### src/rtl/dpp_pkg.sv
package dpp_pkg;
    localparam int CNT_W   = 16;
    localparam int DIV_W   = 7;
    localparam int SEL_W   = 2;
    localparam int NSRC    = 1 << SEL_W;
    localparam int NCH     = 2;
    localparam int ADDR_W  = 4;
    localparam int DATA_W  = 32;
    localparam int POS_W   = CNT_W + 1;
    localparam int CTRL_ADDR = 4 * NCH;

    typedef struct packed {
        logic             en;
        logic             gate;
        logic [SEL_W-1:0] sel;
        logic [DIV_W-1:0] div;
    } chan_cfg_t;

    typedef struct packed {
        logic [CNT_W-1:0] hi;
        logic [CNT_W-1:0] lo;
    } phase_cnt_t;

    function automatic int en_bit(input int ch);
        return ch;
    endfunction

    function automatic int sel_lsb(input int ch);
        return 4 + SEL_W * ch;
    endfunction

    function automatic int div_lsb(input int ch);
        return 8 + 8 * ch;
    endfunction

    function automatic int gate_bit(input int ch);
        return 15 + 8 * ch;
    endfunction

    function automatic logic [DATA_W-1:0] ctrl_mask();
        logic [DATA_W-1:0] m;
        m = '0;
        for (int ch = 0; ch < NCH; ch++) begin
            m[en_bit(ch)]   = 1'b1;
            m[gate_bit(ch)] = 1'b1;
            for (int b = 0; b < SEL_W; b++) m[sel_lsb(ch) + b] = 1'b1;
            for (int b = 0; b < DIV_W; b++) m[div_lsb(ch) + b] = 1'b1;
        end
        return m;
    endfunction
endpackage

### src/rtl/dpp_regfile.sv
module dpp_regfile
    import dpp_pkg::*;
(
    input  logic                    clk,
    input  logic                    rst_n,
    input  logic [ADDR_W-1:0]       bus_addr,
    input  logic                    bus_wr,
    input  logic [DATA_W-1:0]       bus_wdata,
    output logic [DATA_W-1:0]       bus_rdata,
    output phase_cnt_t [NCH-1:0]    cnt_o,
    output chan_cfg_t  [NCH-1:0]    cfg_o
);
    localparam logic [DATA_W-1:0] MASK = ctrl_mask();

    typedef struct packed {
        phase_cnt_t [NCH-1:0] cnt;
        logic [DATA_W-1:0]    ctrl;
    } rf_state_t;

    rf_state_t s_d, s_q;

    always_comb begin
        s_d = s_q;
        if (bus_wr) begin
            for (int ch = 0; ch < NCH; ch++) begin
                if (bus_addr == ADDR_W'(4 * ch)) s_d.cnt[ch] = bus_wdata;
            end
            if (bus_addr == ADDR_W'(CTRL_ADDR)) s_d.ctrl = bus_wdata & MASK;
        end
    end

    always_ff @(posedge clk or negedge rst_n) begin
        if (!rst_n) s_q <= '0;
        else        s_q <= s_d;
    end

    always_comb begin
        bus_rdata = '0;
        for (int ch = 0; ch < NCH; ch++) begin
            if (bus_addr == ADDR_W'(4 * ch)) bus_rdata = s_q.cnt[ch];
        end
        if (bus_addr == ADDR_W'(CTRL_ADDR)) bus_rdata = s_q.ctrl;
    end

    for (genvar ch = 0; ch < NCH; ch++) begin : g_field
        localparam int EB = en_bit(ch);
        localparam int SL = sel_lsb(ch);
        localparam int DL = div_lsb(ch);
        localparam int GB = gate_bit(ch);
        assign cnt_o[ch]      = s_q.cnt[ch];
        assign cfg_o[ch].en   = s_q.ctrl[EB];
        assign cfg_o[ch].gate = s_q.ctrl[GB];
        assign cfg_o[ch].sel  = s_q.ctrl[SL +: SEL_W];
        assign cfg_o[ch].div  = s_q.ctrl[DL +: DIV_W];


        cnt_wr_chk: assert property (@(posedge clk) disable iff (!rst_n)
            (bus_wr && bus_addr == ADDR_W'(4 * ch)) |=> (cnt_o[ch] == $past(bus_wdata)))
            else $error("count word write not stored");
    end


    ctrl_wr_chk: assert property (@(posedge clk) disable iff (!rst_n)
        (bus_wr && bus_addr == ADDR_W'(CTRL_ADDR)) |=> (s_q.ctrl == ($past(bus_wdata) & MASK)))
        else $error("control write not stored");
endmodule

### src/rtl/dpp_prescaler.sv
module dpp_prescaler
    import dpp_pkg::*;
(
    input  logic            clk,
    input  logic            rst_n,
    input  logic [NSRC-1:0] src_i,
    input  chan_cfg_t       cfg_i,
    output logic            tick_o
);
    typedef struct packed {
        logic [DIV_W-1:0] cnt;
    } ps_state_t;

    ps_state_t s_d, s_q;
    logic active, sel_tick;

    always_comb begin
        active   = cfg_i.en && cfg_i.gate;
        sel_tick = src_i[cfg_i.sel];
        tick_o   = active && sel_tick && (s_q.cnt >= cfg_i.div);
        s_d      = s_q;
        if (!active)       s_d.cnt = '0;
        else if (tick_o)   s_d.cnt = '0;
        else if (sel_tick) s_d.cnt = s_q.cnt + 1'b1;
    end

    always_ff @(posedge clk or negedge rst_n) begin
        if (!rst_n) s_q <= '0;
        else        s_q <= s_d;
    end


    div_clear_chk: assert property (@(posedge clk) disable iff (!rst_n)
        !cfg_i.en |=> (s_q.cnt == '0))
        else $error("divider not cleared while disabled");


    div_restart_chk: assert property (@(posedge clk) disable iff (!rst_n)
        tick_o |=> (s_q.cnt == '0))
        else $error("divider did not restart after tick");


    gate_hold_chk: assert property (@(posedge clk) disable iff (!rst_n)
        !cfg_i.gate |=> (s_q.cnt == '0))
        else $error("divider moved with gate clear");
endmodule

### src/rtl/dpp_wavegen.sv
module dpp_wavegen
    import dpp_pkg::*;
(
    input  logic       clk,
    input  logic       rst_n,
    input  logic       en_i,
    input  logic       tick_i,
    input  phase_cnt_t cnt_i,
    output logic       out_o
);
    typedef struct packed {
        logic [POS_W-1:0] pos;
        logic [CNT_W-1:0] hi;
        logic [CNT_W-1:0] lo;
        logic             out;
    } wg_state_t;

    wg_state_t s_d, s_q;
    logic [POS_W-1:0] period_q, pos_inc;

    always_comb begin
        period_q = {1'b0, s_q.hi} + {1'b0, s_q.lo};
        pos_inc  = s_q.pos + 1'b1;
        s_d      = s_q;
        if (!en_i) begin
            s_d.pos = '0;
            s_d.hi  = cnt_i.hi;
            s_d.lo  = cnt_i.lo;
        end else if (tick_i) begin
            if (pos_inc >= period_q) begin
                s_d.pos = '0;
                s_d.hi  = cnt_i.hi;
                s_d.lo  = cnt_i.lo;
            end else begin
                s_d.pos = pos_inc;
            end
        end
        s_d.out = en_i && (s_d.pos < {1'b0, s_d.hi});
    end

    always_ff @(posedge clk or negedge rst_n) begin
        if (!rst_n) s_q <= '0;
        else        s_q <= s_d;
    end

    assign out_o = s_q.out;


    off_low_chk: assert property (@(posedge clk) disable iff (!rst_n)
        !en_i |=> !out_o)
        else $error("output high while disabled");


    pos_range_chk: assert property (@(posedge clk) disable iff (!rst_n)
        en_i |=> ((s_q.pos < period_q) || (s_q.pos == '0)))
        else $error("phase position beyond period");


    mid_period_hold_chk: assert property (@(posedge clk) disable iff (!rst_n)
        (en_i && !tick_i) |=> ($stable(s_q.hi) && $stable(s_q.lo)))
        else $error("counts changed inside a period");
endmodule

### src/rtl/duo_phase_pwm.sv
module duo_phase_pwm
    import dpp_pkg::*;
(
    input  logic              clk,
    input  logic              rst_n,
    input  logic [3:0]        bus_addr,
    input  logic              bus_wr,
    input  logic [31:0]       bus_wdata,
    output logic [31:0]       bus_rdata,
    input  logic [3:0]        src_tick,
    output logic [1:0]        pwm_out
);
    phase_cnt_t [NCH-1:0] cnt_w;
    chan_cfg_t  [NCH-1:0] cfg_w;
    logic       [NCH-1:0] tick_w;

    dpp_regfile u_regs (
        .clk       (clk),
        .rst_n     (rst_n),
        .bus_addr  (bus_addr),
        .bus_wr    (bus_wr),
        .bus_wdata (bus_wdata),
        .bus_rdata (bus_rdata),
        .cnt_o     (cnt_w),
        .cfg_o     (cfg_w)
    );

    for (genvar ch = 0; ch < NCH; ch++) begin : g_chan
        dpp_prescaler u_ps (
            .clk    (clk),
            .rst_n  (rst_n),
            .src_i  (src_tick),
            .cfg_i  (cfg_w[ch]),
            .tick_o (tick_w[ch])
        );

        dpp_wavegen u_wg (
            .clk    (clk),
            .rst_n  (rst_n),
            .en_i   (cfg_w[ch].en),
            .tick_i (tick_w[ch]),
            .cnt_i  (cnt_w[ch]),
            .out_o  (pwm_out[ch])
        );
    end
endmodule

### config.mk
export PLATFORM = sky130hd
export DESIGN_NAME = duo_phase_pwm
export DESIGN_NICKNAME = d
export VERILOG_FILES = /design/src/rtl/dpp_pkg.sv /design/src/rtl/dpp_regfile.sv /design/src/rtl/dpp_prescaler.sv /design/src/rtl/dpp_wavegen.sv /design/src/rtl/duo_phase_pwm.sv
export SDC_FILE = /design/constraint.sdc
export NUM_CORES = 1
export LEC_CHECK = 0
export BUFFER_PORTS_ARGS = -buffer_cell sky130_fd_sc_hd__buf_2
export CAP_MARGIN = 5
export CORE_MARGIN = 5
export CORE_UTILIZATION = 45
export DETAILED_ROUTE_END_ITERATION = 10
export GPL_ROUTABILITY_DRIVEN = 0
export REMOVE_ABC_BUFFERS = 1
export SETUP_SLACK_MARGIN = 0.02
export SYNTH_ARGS = -nofsm -noshare
export SYNTH_HDL_FRONTEND = slang
export SYNTH_SLANG_ARGS = --single-unit
### constraint.sdc
create_clock -name clk -period 11.8 [get_ports clk]
set_input_delay 1.77 -clock clk [delete_from_list [all_inputs] [get_ports clk]]
set_output_delay 1.77 -clock clk [all_outputs]
set_load 0.01 [all_outputs]
* After elaboration in Yosys (flattened, before gate mapping)
Index checks and enable logic that the tools add are counted.
** Operators by class
- Muxes and demuxes :: 21
- Order comparisons :: 8
- Reduce and logical (&&, ||, !) cells :: 14
- Add/subtract/negate cells :: 6
- Equal/unequal tests :: 8
** Operator list (number)
- 49-bit two-way mux :: 4
- 32-bit two-way mux :: 5
- 7-bit two-way mux :: 6
- 16-bit by 16-bit adder with 17-bit output :: 2
- 17-bit by 1-bit adder with 17-bit output, second input constant :: 2
- 17-bit greater-or-equal comparator :: 2
- 17-bit by 16-bit less-than comparator with 1-bit output :: 2
- 17-bit two-way mux :: 2
- 7-bit by 1-bit adder with 7-bit output, second input constant :: 2
- 7-bit greater-or-equal comparator :: 2
- 2-bit AND reduction :: 5
- 1-bit logical AND :: 8
- 2-bit by 1-bit != test with 1-bit output, second input constant :: 4
- 2-bit by 3-bit less-than comparator with 1-bit output, second input constant :: 2
- 3-bit by 2-bit != test with 1-bit output, second input constant :: 2
- 1-bit binary-select mux with 2-bit select :: 2
- 4-bit by 3-bit equality test with 1-bit output, second input constant :: 1
- 4-bit equality test, second input constant :: 1
- 4-bit logical NOT :: 1
- 1-bit two-way mux :: 2
** Storage, ports and cells
- Input bits :: 43
- Logic and storage cells :: 72
- Bits in registers :: 200

* Depth between registers and ports, before layout
- Word-level depth :: 8
- Depth in mapped cells :: 26
- Depth with buffers taken out :: 24

* Modules after synthesis
A second synthesis with hierarchy kept.
** Second synthesis, totals
- Cell total of the unflattened synthesis :: 1173
- Area total of the unflattened synthesis :: 12898.6 um^2
** By module, submodules not included
- dpp_wavegen (g_chan[1].u_wg) :: cells each 376, area an instance 3972.6 um^2, times used 1
- dpp_regfile :: cells each 284, area an instance 3933.8 um^2, times used 1
- dpp_wavegen (g_chan[0].u_wg) :: cells each 379, area an instance 3811.2 um^2, times used 1
- dpp_prescaler :: cells each 67, area an instance 590.6 um^2, times used 2

* Worst setup path after synthesis
No wires, ideal clock.
- Path type :: register to register
- Start point :: reg g_chan[0].u_wg.s_q[1] (netlist name)
- End point :: reg g_chan[0].u_wg.s_q (netlist bit g_chan[0].u_wg.out_o)
- Arrival :: 5.392 ns
- Stages on the path, launching flop included :: 24
- Required time :: 11.701 ns
- Path slack :: 6.309 ns
- Path through :: dfrtp_1 -> ha_1 -> fa_1 -> a21oi_1 -> o211ai_1 -> o21ai_0 -> o21ai_0 -> o41ai_1 -> xor2_1 -> ha_1 -> and3_1 -> nand3_1 -> or4b_1 -> a21oi_2 -> buf_2 -> mux2i_1 -> ha_1 -> a211oi_1 -> o21ai_0 -> a221oi_1 -> nand2_1 -> o31ai_1 -> a21oi_1 -> a311oi_1
** RTL lines
- start, declared :: line dpp_wavegen.sv:18 : wg_state_t s_d, s_q;
- start signal, assigned :: line dpp_wavegen.sv:42 : if (!rst_n) s_q <= '0;
- start signal, assigned :: line dpp_wavegen.sv:43 : else s_q <= s_d;

==> key figures <==
Outcome
  • Outcome: finished clean

Cells and area
  • Layout cells sized above 1: 0.223
  • Layout fillers: 2423
  • Area of the multi-input gates: 0.00688 mm2
  • Register area: 0.00500 mm2
  • Most frequent cells in the layout: dfrtp_1, mux2_2, ha_1
  • # diodes: 0
  • P&R area growth vs syn: 11.3%
  • Most common cell after layout, fill and taps aside: dfrtp_1
  • Final nets: 1394

Routing
  • Post-route ant nets: 0
  • Wire per inst: 19.2 um
  • # DRC: 0
  • Vias post-DR: between 8000 and 9000
  • WL final: 30500 um
  • Detailed Route Iter0 Violations: approximately 410
  • Via density: approximately 5.6
  • First-pass iteration count of the detailed router: 4

STA
  • Final number of max-transition violations: 0
  • Worst hold slack: 509 ps
  • Setup tns final: 0 ps
  • Final setup viols: 0
  • Unrepaired setup endpoints after global routing: no
  • Max Clk Rate: 144 MHz
  • Least-Margin Pin Slew: between 900 and 1000 ps
  • Final min period: between 6000 and 7000 ps
  • Layout Skew: about 14 ps
  • Hold Violations, Final: 0
  • Crit share post-route: 0.590
  • Worst rel slew slack: 0.376

Floorplanning
  • Row cnt: 60
  • Starting density of the core: 0.455
  • Die Wd: between 150 and 200 um
  • Die Y: around 170 um
  • Core area: 0.0268 mm2
  • Die footprint: 0.0305 mm2
  • # IOs: between 70 and 80

GRT
  • Largest net degree at the start of global routing: 73
  • Vias in the first global route: 9123
  • Initial antenna violation count: 0
  • All-layer global routing usage: 0.201
  • First-pass GRT wire length: 49000 um
  • Grt ovf: 0

Synthesis
  • Synth Area per Inst: 10.5 um2
  • Area fraction of the dominant cell type after synthesis: 0.411
  • Async set-reset flop share out of synthesis: 1.00
  • Adder-cell area share of the yosys netlist: 0.120
  • Compound-Gate Fraction of Synth Area: 0.108
  • Cell taking the most area after synthesis: dfrtp_1
  • Sequential cell area fraction in the yosys report: 0.411
  • Most area-consuming cells after synthesis: dfrtp_1, mux2_2, ha_1, xnor2_1, xor2_1
  • Seq cells post-synth: 200
  • Syn. warnings: 0
  • Cells after synthesis: between 1000 and 1500
  • EDFF count, synth: 0
  • Synth Area in Simple Gates: 0.114
  • Post-Synth XOR/XNOR Area: 0.0654
  • Largest family of logic cells by synthesized area: multiplexers
  • Multiplexer share of the synthesized area: 0.155
  • Synth cell types: 65
  • Most used DFF post-synth: dfrtp_1
  • Synthesized cell area: 0.0122 mm2

Run
  • Max-cap violations: 0

CTS
  • Root Driver: clkbuf_16
  • Cts bufs inserted: 17
  • Sink Count: 200
  • Setup Fix Bufs, Post-CTS: 0
  • Post-CTS sizing: 0
  • Worst-path clk slew: 80 ps
  • Worst-skew pair later-pin latency: ~430 ps
  • Post-CTS Hold Fix Bufs: 0
  • CTS tree: yes
  • Max H-tree Level: 4
  • Max clock buf depth: 2

Setup path
  • CP max-delay cell: a21oi_4
  • CP Data Required Time: between 10000 and 15000 ps
  • CP peak stage delay: 660 ps
  • Arrival time of the worst setup path: 7300 ps
  • Setup CP Type: reg -> reg
  • CP Max Fanout: 29
  • Crit-path leading delay family: compound AO/OA/AOI/OAI gates
  • CP startpoint kind: flip-flop
  • Setup crit end kind: flip-flop
  • Buf/Inv on CP: 1
  • CP Cell Sequence: ha_1 > fa_1 > a21oi_1 > o211ai_1 > o21ai_0 > o21ai_0 > o41ai_1 > xor2_1 > ha_1 > and3_1 > nand3_1 > or4b_1 > a21oi_4 > buf_4 > mux2i_1 > ha_1 > a211oi_1 > o21ai_0 > a221oi_1 > nand2_1 > o31ai_1 > a21oi_1 > a311oi_1
  • R2R Setup Slk: 4830 ps

Power and ir drop
  • Max VDD drop: 85.5 uV
  • Power Dens Cells: 205 mW/mm2
  • Power consumption: roughly 2800 uW
  • P_leak: about 0.0065 uW

Hold path
  • Worst hold path type: reg -> reg

Placed design
  • IO buf count: 76
  • Final HPWL DP: 23300 um
-- cells by family after synthesis --
family	count (synthesis)
AO/OA/AOI/OAI	209
adder cells (fa/ha/maj)	116
AND/OR/NAND/NOR	297
XOR/XNOR	91
multiplexers	169
buffers and inverters	81
flip-flops	200
-- synth_stat cells (11+ instances only) --
master    count
dfrtp_1     200
o21ai_0      69
a211oi_1     11
nand2_1      83
nor2_1       91
nand3_1      35
mux2i_1      28
a21o_1       11
ha_1        114
nor3_1       19
clkbuf_1     15
buf_2        11
a21oi_1      45
xnor2_1      47
a22oi_1      19
inv_1        43
xor2_1       44
nand2b_1     11
mux2_2      139
-- through the flow --
stage | instance area, um2 | instances | worst slack [ps] | util
after floorplan | 12000 | 1125 | 5150 | -
after global placement | 13000 | 1557 | 4980 | 0.484
after detailed placement | 13000 | 1557 | 4840 | 0.484
after CTS | 13600 | 1588 | 4820 | 0.506
after global routing | 13600 | 1588 | 4260 | 0.506
final | 13600 | 1588 | 4830 | 0.506
-- sequential cells by signal, indices dropped and copies added, names as in the netlist --
name,cells
g_chan.u_wg.s_q,98
u_regs.cnt_o,64
u_regs.cfg_o,22
g_chan.u_ps.s_q,14
g_chan.u_wg.out_o,2
-- path summary, 6_finish.rpt --
| kind | end | cells after the start | startpoint |
|---|---|---|---|
| worst max-delay path | g_chan[0].u_wg.out_o | 23 | g_chan[0].u_wg.s_q[17] |
| worst min-delay path | u_regs.cfg_o[4] | 1 | u_regs.cfg_o[4] |
| worst max register to register | g_chan[0].u_wg.out_o | 23 | g_chan[0].u_wg.s_q[17] |
| worst min register to register | u_regs.cfg_o[4] | 1 | u_regs.cfg_o[4] |
| max in group asynchronous | g_chan[0].u_wg.s_q[6] | 3 | rst_n |
| min in group asynchronous | g_chan[1].u_wg.s_q[48] | 1 | rst_n |
-- report_power, final --
| part | internal (uW) | leakage, uW | switching [uW] |
|---|---|---|---|
| clock network | 310 | 0.000285 | 281 |
| registers | 854 | 0.00254 | 147 |
| logic | 551 | 0.00364 | 643 |
| total | 1710 | 0.00646 | 1070 |
-- worst register-to-register path: cells and delay by family (launching register included) --
family / cells / cell delay [ps]
compound gates: 12 / 3340
xor+xnor: 1 / 140
fa+ha+maj: 4 / 1240
buf+inv: 1 / 490
flops: 1 / 410
mux: 1 / 300
simple gates: 4 / 970
-- cell type report --
cell class	count	area share
multi-input cells	882	0.508
flip-flops and latches	200	0.369
repair buffers	91	0.0370
clock buffers	19	0.0334
well taps	341	0.0315
inverters	43	0.0119
clock inverters	12	0.00960
-- routing by layer --
metal | wire, um | GRT usage | vias to the layer above
met5 | 0 | 0 | -
met4 | 483 | 0.0481 | 0
met3 | 988 | 0.0322 | 32
met2 | 14900 | 0.337 | 141
met1 | 14200 | 0.275 | 4412
li1 | - | - | 4335
No activity file was read; power rests on OpenSTA's default activity.
